### config.mk
export PLATFORM = sky130hd
export DESIGN_NAME = af_rx_da_filter
export DESIGN_NICKNAME = d
export VERILOG_FILES = /design/src/rtl/af_pkg.sv /design/src/rtl/af_slot_match.sv /design/src/rtl/af_hash_lookup.sv /design/src/rtl/af_rx_da_filter.sv
export SDC_FILE = /design/constraint.sdc
export NUM_CORES = 1
export LEC_CHECK = 0
export BUFFER_PORTS_ARGS = -buffer_cell sky130_fd_sc_hd__buf_4
export CORE_MARGIN = 2
export CORE_UTILIZATION = 35
export CTS_CLUSTER_DIAMETER = 80
export DETAILED_ROUTE_END_ITERATION = 8
export PLACE_DENSITY = 0.61
export RECOVER_POWER = 100
export SYNTH_ARGS = -nofsm -noshare
export SYNTH_HDL_FRONTEND = slang
export SYNTH_SLANG_ARGS = --single-unit
### constraint.sdc
create_clock -name clk -period 5.35 [get_ports clk]
set_input_delay 0.2675 -clock clk [delete_from_list [all_inputs] [get_ports clk]]
set_output_delay 0.2675 -clock clk [all_outputs]
set_load 0.03 [all_outputs]
### src/rtl/af_pkg.sv
package af_pkg;

  localparam int ADDR_W     = 48;
  localparam int ST_HIT_BIT = 2;
  localparam int ST_HSH_BIT = 3;
  localparam int ST_MC_BIT  = 4;
  localparam int ST_BC_BIT  = 5;

  // Reflected CRC-32 over six bytes, bit 0 of byte 0 first, no final inversion.
  function automatic logic [31:0] crc32_le48(input logic [ADDR_W-1:0] a);
    logic [31:0] c;
    logic        fb;
    c = 32'hFFFF_FFFF;
    for (int i = 0; i < ADDR_W; i++) begin
      fb = c[0] ^ a[i];
      c  = c >> 1;
      if (fb) c = c ^ 32'hEDB8_8320;
    end
    return c;
  endfunction

  // All-ones marks an exact-match entry as unused.
  function automatic logic slot_in_use(input logic [ADDR_W-1:0] e);
    return e != {ADDR_W{1'b1}};
  endfunction

endpackage

### src/rtl/af_slot_match.sv
module af_slot_match
  import af_pkg::*;
#(
  parameter int NSLOT = 4,
  parameter int IDXW  = 2
) (
  input  logic [ADDR_W-1:0]       addr,
  input  logic [NSLOT*ADDR_W-1:0] slots,
  output logic                    any_hit,
  output logic [IDXW-1:0]         hit_idx
);

  logic [NSLOT-1:0] hit_vec;

  for (genvar g = 0; g < NSLOT; g++) begin : g_slot
    logic [ADDR_W-1:0] ent;
    assign ent        = slots[ADDR_W*g +: ADDR_W];
    assign hit_vec[g] = slot_in_use(ent) && (ent == addr);
  end

  // Lowest-numbered hit wins: scan from the top so lower indices overwrite.
  always_comb begin
    any_hit = |hit_vec;
    hit_idx = '0;
    for (int i = NSLOT - 1; i >= 0; i--)
      if (hit_vec[i]) hit_idx = IDXW'(i);
  end

endmodule

### src/rtl/af_hash_lookup.sv
module af_hash_lookup
  import af_pkg::*;
#(
  parameter int HASH_WORDS = 4,
  parameter int BINW       = $clog2(HASH_WORDS * 16)
) (
  input  logic [ADDR_W-1:0]        addr,
  input  logic [HASH_WORDS*16-1:0] table_bits,
  output logic [BINW-1:0]          bin,
  output logic                     bin_set
);

  // Bit within a word is 15 - (bin & 15), i.e. the low nibble inverted.
  logic [BINW-1:0] flat_pos;

  assign bin      = BINW'(crc32_le48(addr) >> (32 - BINW));
  assign flat_pos = {bin[BINW-1:4], ~bin[3:0]};
  assign bin_set  = table_bits[flat_pos];

endmodule

### src/rtl/af_rx_da_filter.sv
module af_rx_da_filter
  import af_pkg::*;
#(
  parameter int NSLOT      = 4,
  parameter int HASH_WORDS = 4
) (
  input  logic                      clk,
  input  logic                      rst_n,
  input  logic                      da_valid,
  input  logic [15:0]               da_word0,
  input  logic [15:0]               da_word1,
  input  logic [15:0]               da_word2,
  input  logic                      promisc_en,
  input  logic                      allmc_en,
  input  logic [NSLOT*ADDR_W-1:0]   slot_words,
  input  logic [HASH_WORDS*16-1:0]  hash_words,
  output logic                      res_valid,
  output logic                      res_accept,
  output logic [15:0]               res_status
);

  localparam int IDXW = (NSLOT > 1) ? $clog2(NSLOT) : 1;
  localparam int BINW = $clog2(HASH_WORDS * 16);

  // Stage 1: capture the address.
  logic              s1_valid;
  logic [ADDR_W-1:0] s1_addr;

  always_ff @(posedge clk) begin
    if (!rst_n) begin
      s1_valid <= 1'b0;
      s1_addr  <= '0;
    end else begin
      s1_valid <= da_valid;
      if (da_valid) s1_addr <= {da_word2, da_word1, da_word0};
    end
  end

  // Stage 2: classify and match.
  logic            is_bcast, is_mcast;
  logic            exact_any;
  logic [IDXW-1:0] exact_idx;
  logic [BINW-1:0] hash_bin;
  logic            hash_bit, hash_hit;
  logic            accept_d;
  logic [15:0]     status_d;

  assign is_bcast = &s1_addr;
  assign is_mcast = s1_addr[0] && !is_bcast;

  af_slot_match #(.NSLOT(NSLOT), .IDXW(IDXW)) u_slots (
    .addr    (s1_addr),
    .slots   (slot_words),
    .any_hit (exact_any),
    .hit_idx (exact_idx)
  );

  af_hash_lookup #(.HASH_WORDS(HASH_WORDS), .BINW(BINW)) u_hash (
    .addr       (s1_addr),
    .table_bits (hash_words),
    .bin        (hash_bin),
    .bin_set    (hash_bit)
  );

  assign hash_hit = is_mcast && hash_bit;
  assign accept_d = promisc_en || is_bcast || exact_any ||
                    (is_mcast && (allmc_en || hash_hit));

  always_comb begin
    status_d             = '0;
    status_d[1:0]        = 2'(exact_idx);
    status_d[ST_HIT_BIT] = exact_any;
    status_d[ST_HSH_BIT] = hash_hit;
    status_d[ST_MC_BIT]  = is_mcast;
    status_d[ST_BC_BIT]  = is_bcast;
  end

  always_ff @(posedge clk) begin
    if (!rst_n) begin
      res_valid  <= 1'b0;
      res_accept <= 1'b0;
      res_status <= '0;
    end else begin
      res_valid <= s1_valid;
      if (s1_valid) begin
        res_accept <= accept_d;
        res_status <= status_d;
      end
    end
  end

  // ---------------------------------------------------------------- checks
  p_latency_r1: assert property (@(posedge clk) disable iff (!rst_n)
    res_valid |-> $past(da_valid, 2));

  p_hold_r1: assert property (@(posedge clk) disable iff (!rst_n)
    !res_valid |-> ($stable(res_status) && $stable(res_accept)));

  p_bcast_accept_r6: assert property (@(posedge clk) disable iff (!rst_n)
    (res_valid && res_status[ST_BC_BIT]) |-> (res_accept && !res_status[ST_MC_BIT]));

  p_hash_mcast_only_r8: assert property (@(posedge clk) disable iff (!rst_n)
    res_status[ST_HSH_BIT] |-> res_status[ST_MC_BIT]);

  p_unicast_miss_r9: assert property (@(posedge clk) disable iff (!rst_n)
    (s1_valid && !promisc_en && !s1_addr[0] && !exact_any) |=> !res_accept);

  p_promisc_r10: assert property (@(posedge clk) disable iff (!rst_n)
    (s1_valid && promisc_en) |=> res_accept);

  p_status_clean_r12: assert property (@(posedge clk) disable iff (!rst_n)
    (res_status[15:6] == '0) && (res_status[ST_HIT_BIT] || res_status[1:0] == 2'b00));

endmodule

==> results of run 1 <==
-- critical path, stage by stage (launching register included) --
cell      delay (ns)
dfxtp_1         0.53
clkbuf_1        0.69
xnor2_1         0.23
xnor2_1         0.19
xnor2_1         0.44
xnor2_1         0.14
xnor2_1         0.36
xnor2_1         0.22
clkinv_1        0.47
nand3_1         0.23
and2_1          0.37
o22ai_1         0.14
o311ai_0        0.34
o221ai_1        0.17
o21ai_0         0.16
-- how the worst max path moves through the flow --
stage | startpoint | endpoint | cells after the start
2_1_floorplan | s1_addr[0] | res_accept | 15
3_3_place_gp | s1_addr[0] | res_status[3] | 14
3_5_place_dp | s1_addr[3] | res_status[3] | 14
4_1_cts | s1_addr[3] | res_status[3] | 14
5_1_grt | s1_addr[3] | res_accept | 14
6_report | s1_addr[17] | res_status[3] | 14
-- Yosys cell counts (4+ instances only) --
| library cell | count | share of area [%] |
|---|---|---|
| xnor2_1 | 269 | 31 |
| nand4_1 | 113 | 9.2 |
| dfxtp_1 | 57 | 15 |
| mux2i_1 | 54 | 7.1 |
| nor2b_1 | 49 | 4.0 |
| clkbuf_1 | 44 | 2.2 |
| xnor3_1 | 31 | 9.1 |
| nor4_1 | 28 | 2.3 |
| xor2_1 | 23 | 2.6 |
| buf_4 | 17 | 1.7 |
| nand2_1 | 17 | 0.83 |
| nand3_1 | 14 | 0.92 |
| nor2_1 | 13 | 0.64 |
| buf_2 | 12 | 0.78 |
| o21ai_0 | 9 | 0.59 |
| xnor2_2 | 9 | 1.9 |
| and2_1 | 8 | 0.65 |
| nor3_1 | 7 | 0.46 |
| inv_1 | 6 | 0.29 |
| o221ai_1 | 6 | 0.69 |
| o22ai_1 | 6 | 0.49 |
| buf_1 | 4 | 0.20 |
-- what timing repair did --
action                                  in CTS  in global routing
hold buffers                                 0                  0
endpoints found under the setup margin       0                  2
resized for setup                            0                  2
endpoints found under the hold margin        0                  0
-- logic make-up (layout without fill, tap and decap cells) --
logic type | count (synthesis) | after routing | share of synthesized area, %
simple gates | 251 | 251 | 19.2
compound gates | 49 | 49 | 4.89
other cells | 1 | 10 | 0.0490
fa+ha+maj | 3 | 3 | 0.490
xor+xnor | 343 | 343 | 47.7
flops | 57 | 57 | 14.9
buf+inv | 84 | 381 | 5.15
mux | 57 | 57 | 7.65
-- cell type report --
| type | count | share of cell area (%) |
|---|---|---|
| timing repair buffer | 358 | 24.9 |
| tap | 280 | 3.29 |
| inverter | 7 | 0.246 |
| multi-input combinational | 713 | 57.8 |
| clock inverter | 4 | 0.704 |
| sequential | 57 | 10.7 |
| clock buffer | 12 | 2.41 |
-- stage by stage --
stage               util [%]  worst slack, ns  cells  hold WS [ns]
floorplan                  -             1.20    854         0.437
global placement        47.9            0.520   1415         0.464
detailed placement      47.9            0.473   1415         0.447
CTS                     49.4            0.431   1431         0.175
global route            49.3           0.0704   1431         0.194
finish                  49.3            0.585   1431         0.181
-- cell usage in the layout, fill, tap and decap left out, types with 5 or more instances in the layout --
cell type  count
inv_1          6
and2_1         5
o221ai_1       6
xnor2_2       10
o22ai_1        6
nand4_1      113
xor2_1        23
mux2i_1       54
conb_1        10
dfxtp_1       57
nand3_1       14
clkbuf_16      9
xnor2_1      268
nor3_1         7
buf_4        348
xnor3_1       30
nor2_1        13
clkbuf_1      11
o21ai_0        9
nand2_1       17
nor4_1        28
nor2b_1       49
-- routing by layer --
| metal | global-route usage [%] | wire [um] | up-vias |
|---|---|---|---|
| met3 | 6.39 | 3560 | 101 |
| met2 | 51.5 | 17100 | 527 |
| met5 | 0 | 0 | - |
| li1 | - | - | 3569 |
| met1 | 39.1 | 14400 | 3660 |
| met4 | 11.7 | 1520 | 0 |
-- registers in the layout (all words and copies together), names as in the netlist --
register,cells
s1_valid,1
res_valid,1
res_status,6
res_accept,1
s1_addr,48
==> flow_summary.toml, run 1 <==
[finish]
area_delta_synth_final_pct = 39.3
diodes = 0
fill_cells = 2091
fin_area_sq_um = 10700
nets = 1458
regArea_sq_um = 1140
post_route_cells_drive_above_1_share_pct = 33.8
multiInputGateArea_sq_um = 6160

[critical_path]
cp-start-kind = "flip-flop"
cp_max_fo = 15
r2r-end = "res_status[3]"
regToRegStartpoint = "s1_addr[17]"
critical_path_class = "flip-flop to flip-flop"
cp-end-kind = "flip-flop"
r2r_slack_ns = 0.59
r2r_cells = 14
crit_required_ns = 5.63
critical_path_arrival_ns = 5.04

[global_route]
antenna_found_initial = 0
grt_overflow = 0
grt_usage_pct = 30.8
grt_pass1_wl_mm = 53.0
grt_pass1_vias = 8074
grt_max_degree = 55

[placement]
placed_cell_area_sq_um = 10400
gp_congestion = 0.989
portBuffers = 316
dp_hpwl_mm = 29.5

[sta]
finalSetupTns_ns = 0
final_hold_viol_count = 0
finalClockSkew_ns = 0.00944
min_period_ns = 4.76
rsz0062_at_grt = "false"
finalCritPeriodShare_pct = 89.1
tightest_slew_ns = 3.94
setup_viol = 0
slew_viol_final = 50
max_freq_mhz = 210
slew-limit-headroom_pct = -162

[run]
maxCapViolCount = 1

[floorplanning]
start_util_pct = 35.4
die-area_sq_um = 23100
ios = 327
die_w_um = 152
die_height_um = 152
rows = 54
core_area_sq_um = 21600

[clock_tree]
clkTransAtPathRegs_ns = 0.05
root_buffer = "clkbuf_16"
clk_path_buf_depth = 2
clock_sinks = 57
post_cts_buffers = 0
insertion_delay_ns = 0.35
htreeDepth = 3
cts_tree = "yes"
numCtsBuffers = 9

[route]
firstDrtPassIters = 5
drtIter0Drc = 751
via_per_inst = 5.49
drc = 0
drtAntennaViolNets = 0
routed_wl_mm = 36.6
wl_per_cell_um = 25.6
vias = 7857

[min_path]
whs_endpoint = "s1_addr[45]"
hold_class = "input port to flip-flop"
whs_path_depth = 3
hold_start = "da_word2[13]"

[yosys]
synth_edf_count = 0
avgSynthCellArea_sq_um = 9.06
synth_top_flop_cell = "dfxtp_1"
syn_area_sq_um = 7650
async_flop_share_pct = 0
ys_seq_elements = 57
yosys_warnings = 0
syn_inst = 845
synth_cell_types = 53
ys_seq_area_share_pct = 14.9

[run_status]
violations = "max-capacitance violations, max-slew violations"
status = "finished with violations"
Power of run 1 is left out: the tool's default activity adds up to more than one toggle a clock period on the data nets, which glitch-free logic cannot reach.
==> inputs of run 2 (changes only) <==
- clock period: 5.35 -> 5.2 ns (I/O delays scaled with it)
==> run 2 against run 1 <==
- the run still ends with max-capacitance violations, max-slew violations left
- die area did not move
- non-clock buffer count grew 1
- global-route usage is essentially flat
- sequential share of layout area barely moved
- cell count about the same
- setup slack lost 0.14 ns
- clock skew decreased by 0.00096 ns
- first-iteration DRC count up 0.93%
- critical path type unchanged
- highest routed layer unchanged
==> flow_summary.toml, run 2 (synthesis results as in run 1) <==
[run_status]
status = "finished with violations"
violations = "max-capacitance violations, max-slew violations"

[run]
maxCapViolCount = 1

[sta]
rsz0062_at_grt = "false"
tightest_slew_ns = 3.88
finalSetupTns_ns = 0
finalCritPeriodShare_pct = 91.4
min_period_ns = 4.75
max_freq_mhz = 210
slew_viol_final = 50
final_hold_viol_count = 0
finalWorstSetupSlack_ns = 0.449
slew-limit-headroom_pct = -159
setup_viol = 0
finalClockSkew_ns = 0.00849

[critical_path]
cp-end-kind = "flip-flop"
cp_max_fo = 12
regToRegStartpoint = "s1_addr[1]"
r2r-end = "res_accept"
r2r_cells = 14
r2r_slack_ns = 0.45
critical_path_class = "flip-flop to flip-flop"
crit_required_ns = 5.47
cp-start-kind = "flip-flop"
critical_path_arrival_ns = 5.02

[global_route]
grt_pass1_wl_mm = 53.3
antenna_found_initial = 0
grt_usage_pct = 30.9
grt_overflow = 0
grt_max_degree = 55
grt_pass1_vias = 8162

[clock_tree]
root_buffer = "clkbuf_16"
clock_sinks = 57
insertion_delay_ns = 0.35
cts_tree = "yes"
clkTransAtPathRegs_ns = 0.06
numCtsBuffers = 9
htreeDepth = 3
clk_path_buf_depth = 2
post_cts_buffers = 0

[placement]
numPlacedInstances = 1416
gp_congestion = 0.990
pre_cts_ws_ns = 0.329
placed_cell_area_sq_um = 10400
dp_hpwl_mm = 29.6
portBuffers = 316

[floorplanning]
die-area_sq_um = 23100
start_util_pct = 35.4
rows = 54
die_height_um = 152
ios = 327
die_w_um = 152
core_area_sq_um = 21600

[finish]
area_delta_synth_final_pct = 39.1
largest_register_ffs = 48
stdcell_count = 1432
fin_area_sq_um = 10600
largestRegisters = "s1_addr (48), res_status (6)"
max_flop_register = "s1_addr"
final_common_cell = "buf_4"
final_cell_mix = "350 x buf_4, 268 x xnor2_1, 113 x nand4_1, 57 x dfxtp_1, 54 x mux2i_1"
fill_cells = 2158
diodes = 0
nets = 1459
post_route_cells_drive_above_1_share_pct = 33.8

[route]
drtIter0Drc = 758
drtAntennaViolNets = 0
firstDrtPassIters = 5
wl_per_cell_um = 25.5
drc = 0
via_per_inst = 5.51
vias = 7896
routed_wl_mm = 36.5

[min_path]
whs_endpoint = "s1_addr[39]"
hold_class = "input port to flip-flop"
whs_path_depth = 3
hold_start = "da_word2[7]"
run 2: stage by stage:
stage,utilization (%),hold WS (ns)
2_1_floorplan,-,0.430
4_1_cts,49.4,0.168
6_report,49.3,0.171
3_3_place_gp,47.9,0.466
3_5_place_dp,47.9,0.455
5_1_grt,49.3,0.187
run 2: final cells by class:
| class | count | area [sq um] | area share (%) |
|---|---|---|---|
| multi-input combinational | 713 | 6160 | 57.9 |
| timing repair buffer | 359 | 2660 | 25.0 |
| sequential | 57 | 1140 | 10.7 |
| tap | 280 | 350 | 3.29 |
| clock buffer | 14 | 274 | 2.57 |
| clock inverter | 2 | 35.0 | 0.329 |
| inverter | 7 | 26.3 | 0.247 |
run 2: metal layers:
metal	routed length, um	up-vias	GRT usage [%]	share of wire, %
met5	0	-	0	0
met3	3050	95	5.05	8.4
met4	1560	0	13.1	4.3
met2	17200	508	51.4	47
li1	-	3557	-	-
met1	14700	3736	39.6	40
run 2: critical path: stages (launching register included):
cell      delay, ns
dfxtp_1        0.31
buf_4          0.22
xnor2_2        0.34
xnor3_1        0.54
xnor2_1        0.30
xnor2_1        0.18
xnor3_1        0.49
xnor3_1        0.64
inv_1          0.24
nand3_1        0.14
and2_1         0.38
o22ai_1        0.13
o311ai_0       0.39
o221ai_1       0.19
o21ai_0        0.18
run 2: how the worst max path moves through the flow:
stage	startpoint	to
2_1_floorplan	s1_addr[0]	res_accept
3_3_place_gp	s1_addr[0]	res_status[3]
3_5_place_dp	s1_addr[4]	res_accept
4_1_cts	s1_addr[0]	res_accept
5_1_grt	s1_addr[1]	res_accept
6_report	s1_addr[1]	res_accept
run 2: what timing repair did:
item                                    in CTS  in global routing
endpoints found under the setup margin       0                  2
gates resized for setup                      0                  1
hold buffers                                 0                  0
Power of run 2 is left out for the same reason.
==> inputs of run 3 (changes only) <==
==> constraint.sdc (replaced) <==
create_clock -name clk -period 5.2 [get_ports clk]
set_input_delay 0.52 -clock clk [delete_from_list [all_inputs] [get_ports clk]]
set_output_delay 0.52 -clock clk [all_outputs]
set_load 0.03 [all_outputs]
==> run 3 against run 2 <==
- the flow still finishes with violations (max-capacitance violations, max-slew violations)
- via count is essentially flat
- sequential cell count unchanged
- non-clock buffer count did not move
- worst hold slack improved by 0.26 ns
- design area stayed put
- fmax about the same
- clock skew about the same
- core utilization unchanged
- count of clock-buffer cells in the layout is the same
- routed wire length is the same
==> flow_summary.toml, run 3 (synthesis results as in run 1) <==
[sta]
slew_viol_final = 50
finalClockSkew_ns = 0.00854
finalCritPeriodShare_pct = 91.4
slew-limit-headroom_pct = -159
min_period_ns = 4.75
finalSetupTns_ns = 0
max_freq_mhz = 210
setup_viol = 0
rsz0062_at_grt = "false"
final_hold_viol_count = 0
tightest_slew_ns = 3.88

[critical_path]
crit_slowest_cell = "xnor3_1"
critical_path_class = "flip-flop to flip-flop"
crit_path_max_incr_delay_ns = 0.64
cp-start-kind = "flip-flop"
critical_path_arrival_ns = 5.02
worstPathCellList = "buf_4, xnor2_2, xnor3_1, xnor2_1, xnor2_1, xnor3_1, xnor3_1, inv_1, nand3_1, and2_1, o22ai_1, o311ai_0, o221ai_1, o21ai_0"
cp-end-kind = "flip-flop"
cpMostUsedCell = "xnor3_1"
startpoint = "s1_addr[1]"
cp_max_fo = 12
regToRegStartpoint = "s1_addr[1]"
r2r_cells = 14
crit_required_ns = 5.47

[clock_tree]
htreeDepth = 3
clkTransAtPathRegs_ns = 0.06
numCtsBuffers = 9
clock_sinks = 57
insertion_delay_ns = 0.35
clk_path_buf_depth = 2
root_buffer = "clkbuf_16"
cts_tree = "yes"
post_cts_buffers = 0

[finish]
stdcell_count = 1432
diodes = 0
max_flop_register = "s1_addr"
largestRegisters = "s1_addr (48), res_status (6)"
post_route_cells_drive_above_1_share_pct = 33.8
nets = 1459
final_common_cell = "buf_4"
fill_cells = 2158
largest_register_ffs = 48
area_delta_synth_final_pct = 39.1
final_cell_mix = "350 x buf_4, 268 x xnor2_1, 113 x nand4_1, 57 x dfxtp_1, 54 x mux2i_1"

[global_route]
grt_max_degree = 55
grt_usage_pct = 30.9
grt_overflow = 0
grt_pass1_wl_mm = 53.3
antenna_found_initial = 0
grt_pass1_vias = 8162

[run_status]
status = "finished with violations"
violations = "max-capacitance violations, max-slew violations"

[min_path]
hold_class = "input port to flip-flop"
whs_path_depth = 3
hold_start = "da_word2[7]"

[route]
drtAntennaViolNets = 0
via_per_inst = 5.51
firstDrtPassIters = 5
wl_per_cell_um = 25.5
drtIter0Drc = 758
drc = 0
routed_wl_mm = 36.5
vias = 7893

[placement]
gp_congestion = 0.990
numPlacedInstances = 1416
portBuffers = 316
dp_hpwl_mm = 29.6

[floorplanning]
die_height_um = 152
ios = 327
die-area_sq_um = 23100
core_area_sq_um = 21600
rows = 54
start_util_pct = 35.4
die_w_um = 152

[run]
maxCapViolCount = 1
-- run 3: what timing repair did --
item	in CTS	in global routing
hold buffers	0	0
resized for setup	0	1
setup endpoints to repair	0	2
-- run 3: area by class of cell --
class	instances	area, sq um	share of cell area, %
multi-input cells	713	6160	57.9
repair buffers	359	2660	25.0
flip-flops and latches	57	1140	10.7
well taps	280	350	3.29
clock buffers	14	274	2.57
clock inverters	2	35.0	0.329
inverters	7	26.3	0.247
-- run 3: final timing paths --
| check | endpoint | slack (ns) |
|---|---|---|
| setup / recovery | res_accept | 0.45 |
| hold / removal | s1_addr[39] | 0.43 |
| setup reg to reg | res_accept | 0.45 |
| hold reg to reg | res_status[3] | 0.46 |
-- run 3: worst max-delay path: cells and delay by family, from the launching register on --
| kind | cells | cell delay (ns) |
|---|---|---|
| AO/OA/AOI/OAI | 4 | 0.89 |
| XOR/XNOR | 6 | 2.49 |
| buffers and inverters | 2 | 0.46 |
| flip-flops | 1 | 0.31 |
| AND/OR/NAND/NOR | 2 | 0.52 |
-- run 3: through the flow --
stage | worst slack, ns | util, % | hold WS (ns) | cell area [sq um]
after floorplan | 1.05 | - | 0.544 | 7690
after global placement | 0.387 | 47.9 | 0.466 | 10400
after global routing | 0.00335 | 49.3 | 0.447 | 10600
after CTS | 0.289 | 49.4 | 0.428 | 10700
final | 0.448 | 49.3 | 0.431 | 10600
after detailed placement | 0.329 | 47.9 | 0.455 | 10400
-- run 3: layer usage --
metal / global-route usage [%] / vias up / routed length (um)
met2: 51.4 / 508 / 17200
met4: 13.1 / 0 / 1560
met1: 39.6 / 3732 / 14700
li1: - / 3558 / -
met5: 0 / - / 0
met3: 5.05 / 95 / 3060
Power of run 3 is left out for the same reason.
